[src/rtl/sbg_pkg.sv]
package sbg_pkg;
  localparam int NSTEP  = 5;
  localparam int MODE_W = 2;

  typedef enum logic [2:0] {
    ST_IDLE      = 3'd0,
    ST_EE_ERASE  = 3'd1,
    ST_RAM_CLR   = 3'd2,
    ST_EE_VFY    = 3'd3,
    ST_RAM_VFY   = 3'd4,
    ST_CFG_ERASE = 3'd5,
    ST_DL_EN     = 3'd6,
    ST_LOCKED    = 3'd7
  } sbg_state_e;

  localparam logic [MODE_W-1:0] MODE_SINGLE = 2'b00;
  localparam logic [MODE_W-1:0] MODE_EXP    = 2'b01;
  localparam logic [MODE_W-1:0] MODE_BOOT   = 2'b10;
  localparam logic [MODE_W-1:0] MODE_TEST   = 2'b11;
endpackage

[src/rtl/sbg_mode_filter.sv]
module sbg_mode_filter
  import sbg_pkg::*;
(
  input  logic              secure_i,
  input  logic [MODE_W-1:0] mode_req_i,
  output logic [MODE_W-1:0] mode_o
);
  logic exposes_bus;

  always_comb begin
    exposes_bus = (mode_req_i == MODE_EXP) || (mode_req_i == MODE_TEST);
    mode_o      = (secure_i && exposes_bus) ? MODE_SINGLE : mode_req_i;
  end
endmodule

[src/rtl/sbg_fsm.sv]
module sbg_fsm
  import sbg_pkg::*;
(
  input  logic             clk,
  input  logic             rst_n,
  input  logic             start_i,
  input  logic             secure_i,
  input  logic [NSTEP-1:0] step_done_i,
  input  logic [NSTEP-1:0] step_fail_i,
  output sbg_state_e       state_o
);
  sbg_state_e st_q, st_d;
  logic       st_en;
  logic       in_step;
  logic [2:0] step_idx;

  always_comb begin
    in_step  = (st_q >= ST_EE_ERASE) && (st_q <= ST_CFG_ERASE);
    step_idx = 3'(st_q - ST_EE_ERASE);
    st_d     = st_q;
    if (st_q == ST_IDLE) begin
      if (start_i) st_d = secure_i ? ST_EE_ERASE : ST_DL_EN;
    end else if (in_step) begin
      if (step_done_i[step_idx]) begin
        if (step_fail_i[step_idx]) st_d = ST_LOCKED;
        else                       st_d = sbg_state_e'(3'(st_q + 3'd1));
      end
    end
    st_en = (st_d != st_q);
  end

  always_ff @(posedge clk or negedge rst_n) begin
    if (!rst_n)     st_q <= ST_IDLE;
    else if (st_en) st_q <= st_d;
  end

  assign state_o = st_q;
endmodule

[src/rtl/sbg_out_dec.sv]
module sbg_out_dec
  import sbg_pkg::*;
(
  input  sbg_state_e       state_i,
  output logic [NSTEP-1:0] step_req_o,
  output logic             dl_en_o,
  output logic             busy_o,
  output logic             err_o
);
  for (genvar k = 0; k < NSTEP; k++) begin : g_req
    assign step_req_o[k] = (state_i == sbg_state_e'(3'(k + 1)));
  end

  always_comb begin
    dl_en_o = (state_i == ST_DL_EN);
    err_o   = (state_i == ST_LOCKED);
    busy_o  = |step_req_o;
  end
endmodule

[src/rtl/secure_boot_gate.sv]
module secure_boot_gate
  import sbg_pkg::*;
(
  input  logic              clk,
  input  logic              rst_n,
  input  logic              start_i,
  input  logic              secure_i,
  input  logic [MODE_W-1:0] mode_req_i,
  output logic [MODE_W-1:0] mode_o,
  output logic              ee_erase_req_o,
  input  logic              ee_erase_done_i,
  output logic              ram_clr_req_o,
  input  logic              ram_clr_done_i,
  output logic              ee_vfy_req_o,
  input  logic              ee_vfy_done_i,
  input  logic              ee_vfy_fail_i,
  output logic              ram_vfy_req_o,
  input  logic              ram_vfy_done_i,
  input  logic              ram_vfy_fail_i,
  output logic              cfg_erase_req_o,
  input  logic              cfg_erase_done_i,
  output logic              dl_en_o,
  output logic              busy_o,
  output logic              err_o
);
  sbg_state_e       state;
  logic [NSTEP-1:0] step_done, step_fail, step_req;

  assign step_done = {cfg_erase_done_i, ram_vfy_done_i, ee_vfy_done_i,
                      ram_clr_done_i, ee_erase_done_i};
  assign step_fail = {1'b0, ram_vfy_fail_i, ee_vfy_fail_i, 1'b0, 1'b0};

  sbg_mode_filter u_mode (
    .secure_i   (secure_i),
    .mode_req_i (mode_req_i),
    .mode_o     (mode_o)
  );

  sbg_fsm u_fsm (
    .clk         (clk),
    .rst_n       (rst_n),
    .start_i     (start_i),
    .secure_i    (secure_i),
    .step_done_i (step_done),
    .step_fail_i (step_fail),
    .state_o     (state)
  );

  sbg_out_dec u_dec (
    .state_i    (state),
    .step_req_o (step_req),
    .dl_en_o    (dl_en_o),
    .busy_o     (busy_o),
    .err_o      (err_o)
  );

  assign ee_erase_req_o  = step_req[0];
  assign ram_clr_req_o   = step_req[1];
  assign ee_vfy_req_o    = step_req[2];
  assign ram_vfy_req_o   = step_req[3];
  assign cfg_erase_req_o = step_req[4];
endmodule

[config.mk]
export PLATFORM = sky130hd
export DESIGN_NAME = secure_boot_gate
export DESIGN_NICKNAME = d
export VERILOG_FILES = /design/src/rtl/sbg_pkg.sv /design/src/rtl/sbg_mode_filter.sv /design/src/rtl/sbg_fsm.sv /design/src/rtl/sbg_out_dec.sv /design/src/rtl/secure_boot_gate.sv
export SDC_FILE = /design/constraint.sdc
export NUM_CORES = 1
export LEC_CHECK = 0
export BUFFER_PORTS_ARGS = -buffer_cell sky130_fd_sc_hd__buf_2
export CORE_AREA = 5 5 42 44
export CTS_BUF_LIST = sky130_fd_sc_hd__clkbuf_8
export DETAILED_ROUTE_END_ITERATION = 10
export DIE_AREA = 0 0 47 49
export PLACE_DENSITY = 0.74
export SKIP_LAST_GASP = 1
export SLEW_MARGIN = 20
export SYNTH_ARGS = -nofsm -noshare
export SYNTH_HDL_FRONTEND = slang
export SYNTH_SLANG_ARGS = --single-unit
[constraint.sdc]
create_clock -name clk -period 2 [get_ports clk]
set_input_delay 0.2 -clock clk [delete_from_list [all_inputs] [get_ports clk]]
set_output_delay 0.2 -clock clk [all_outputs]
set_load 0.1 [all_outputs]
==> impl_metrics.toml <==
[global_routing]
use_met1 = 0.176
busiest_layer = "met2"
grt_overflow = 0
grt_pass1_vias = 600
antenna_found_initial = 0
grt_util_met2 = 0.235
grt_use_total = 0.139
grt_pass1_wl_um = 2460
grt_max_degree = 9
met3_usage = 0.0221

[timing]
setup_viol = 0
clock.fmax_mhz = 510
setup-tns-final_ns = 0
worstMarginPinSlew_ns = 0.487
post-route-min-period_ns = 1.96
rsz0062_at_grt = "yes"
finalMaxSlewViolations = 0
hold_violations = 0
maxSlewHeadroom = 0.677
whs_ns = 0.308
skew_ns = 0.00642
final.period_utilization = 0.980

[synthesis]
synth_cell_types = 35
ys.flop_type = "dfrtp_1"
synth-simple-area-share = 0.217
syn_nets = 83
synthAdderAreaFrac = 0.167
synth-compound-area-share = 0.286
synth_top_family_by_area = "compound AO/OA/AOI/OAI gates"
synth_edf_count = 0
synthXorXnorAreaFrac = 0.0167
synth.area.mux_share = 0.112
syn-cell-area_um2 = 524
syn_avg_cell_area_um2 = 8.32
syn_inst = 63
async_reset_ff_frac = 1.00
ys_ff_latch = 3
synth_seq_area_share = 0.143
ys_warn_count = 0

[worst_setup_path]
rr_startpoint = "u_fsm.state_o[0]"
cp-startpoint = "u_fsm.state_o[0]"
arrival_ns = 1.76
cp_max_fo = 4
worst_ep_required_time_ns = 1.80
path_class = "flop to output pin"
worstSetupStartpointType = "flop"
critPathCaptureType = "output pin"

[power_and_ir_drop]
power.density_nw_per_um2 = 357
swShare = 0.261
p_sw_uw = 73.6
clock_power_share = 0.622
leakage_nw = 0.382
ir_drop_v = 0.000488
comb_power_share = 0.162
intPower_uw = 208
total_power_uw = 282
pwr-share-seq = 0.217

[layout]
multi_input_area_um2 = 430
final_cell_mix = "buf_2 (21), buf_4 (9), ha_1 (6)"
final_area_um2 = 790
instances_no_fill = 112
n_fill_cell = 130
drive_gt1_frac = 0.490
largest_register_ffs = 3
layout.nets = 117
regArea_um2 = 76.3
antenna_cells = 0
layout.cells.most_common = "buf_2"
syn_to_final_growth_pct = 50.6

[flow_run]
drv_cap = 0

[clocking]
clockBufferDepth = 2
htreeDepth = 1
cts_tree = "yes"
root_buffer = "clkbuf_8"
clock_sinks = 3
cts_buffers = 3
worstSkewPairLatency_ns = 0.22
path_clk_slew_ns = 0.04

[die]
pin_count = 23
die-area_um2 = 2300
die_w_um = 47
start_util = 0.374
num_rows = 14
die_y_um = 49
core_um2 = 1400

[placed_design]
port-buffer-count = 22
globalplace.congestion = 0.889
dpl.hpwl_um = 1240
place_area_um2 = 701
placedCellCount = 105

[route]
postRouteAntennaNets = 0
drtIter0Drc = 10
dr.pass1.iters = 4
wl_um = 1450
wl_per_cell_um = 13.0
routed_via_density = 5.63
vias = 630
drc_errors = 0

[min_path]
hold_class = "input pin to async pin"

[outcome]
outcome = "finished clean"
==> critical path, cell delays in order (launching register included) <==
cell and delay (ns):
dfrtp_2 0.42, ha_2 0.20, ha_1 0.19, or4_4 0.55
buf_12 0.18
==> synthesized netlist by cell type, types with 2 or more instances <==
master   n  area share
ha_1     7        0.17
o21ai_0  5       0.048
and2_1   3       0.036
buf_2    3       0.029
dfrtp_1  3        0.14
inv_1    3       0.021
nor2_1   3       0.021
nor2b_1  3       0.036
a21o_1   2       0.029
a31oi_1  2       0.024
nand2_1  2       0.014
nand3_1  2       0.019
nor3_1   2       0.019
o21ai_1  2       0.019
==> stage by stage <==
step	setup WS [ns]	utilization
finish	0.0400	0.563
global route	-0.00152	0.563
global placement	0.122	0.500
detailed placement	0.0890	0.500
CTS	0.00488	0.556
floorplan	-0.350	-
==> cell families after synthesis <==
group,count (synthesis)
simple gates,20
mux,4
flops,3
xor+xnor,1
buf+inv,7
compound gates,21
fa+ha+maj,7
==> layer usage <==
metal / vias to the layer above / wire, um
met3: 2 / 110
li1: 305 / -
met1: 294 / 574
met4: 0 / 8
met2: 29 / 759
met5: - / 0
==> timing repair <==
item,CTS,global route
endpoints found under the setup margin,1,2
resized for setup,5,2
endpoints found under the hold margin,3,0
buffers inserted,1,1
hold buffers,1,0
==> layout make-up <==
type / instances / area share
tap: 16 / 0.0254
multi-input combinational: 53 / 0.545
sequential: 3 / 0.0967
timing repair buffer: 32 / 0.257
clock inverter: 1 / 0.00475
clock buffer: 3 / 0.0523
inverter: 4 / 0.0190
==> worst paths after layout <==
path	to	slack, ns	cells after the start
min in group clk	u_fsm.state_o[1]	0.32	3
worst min register to register	u_fsm.state_o[1]	0.67	2
worst max register to register	u_fsm.state_o[1]	0.13	7
worst min-delay path	u_fsm.state_o[1]	0.31	2
max in group asynchronous	u_fsm.state_o[0]	1.57	2
worst max-delay path	busy_o	0.04	4
==> power groups by stage <==
stage | Clock (mW) | Combinational (mW) | Sequential (mW)
final | 0.175 | 0.0456 | 0.0611
after floorplan | 0 | 0.0253 | 0.0618
after global placement | 0 | 0.0438 | 0.0618
after CTS | 0.175 | 0.0460 | 0.0611
after global routing | 0.186 | 0.0491 | 0.0610
after detailed placement | 0 | 0.0445 | 0.0618
(Power assumes the default switching activity.)
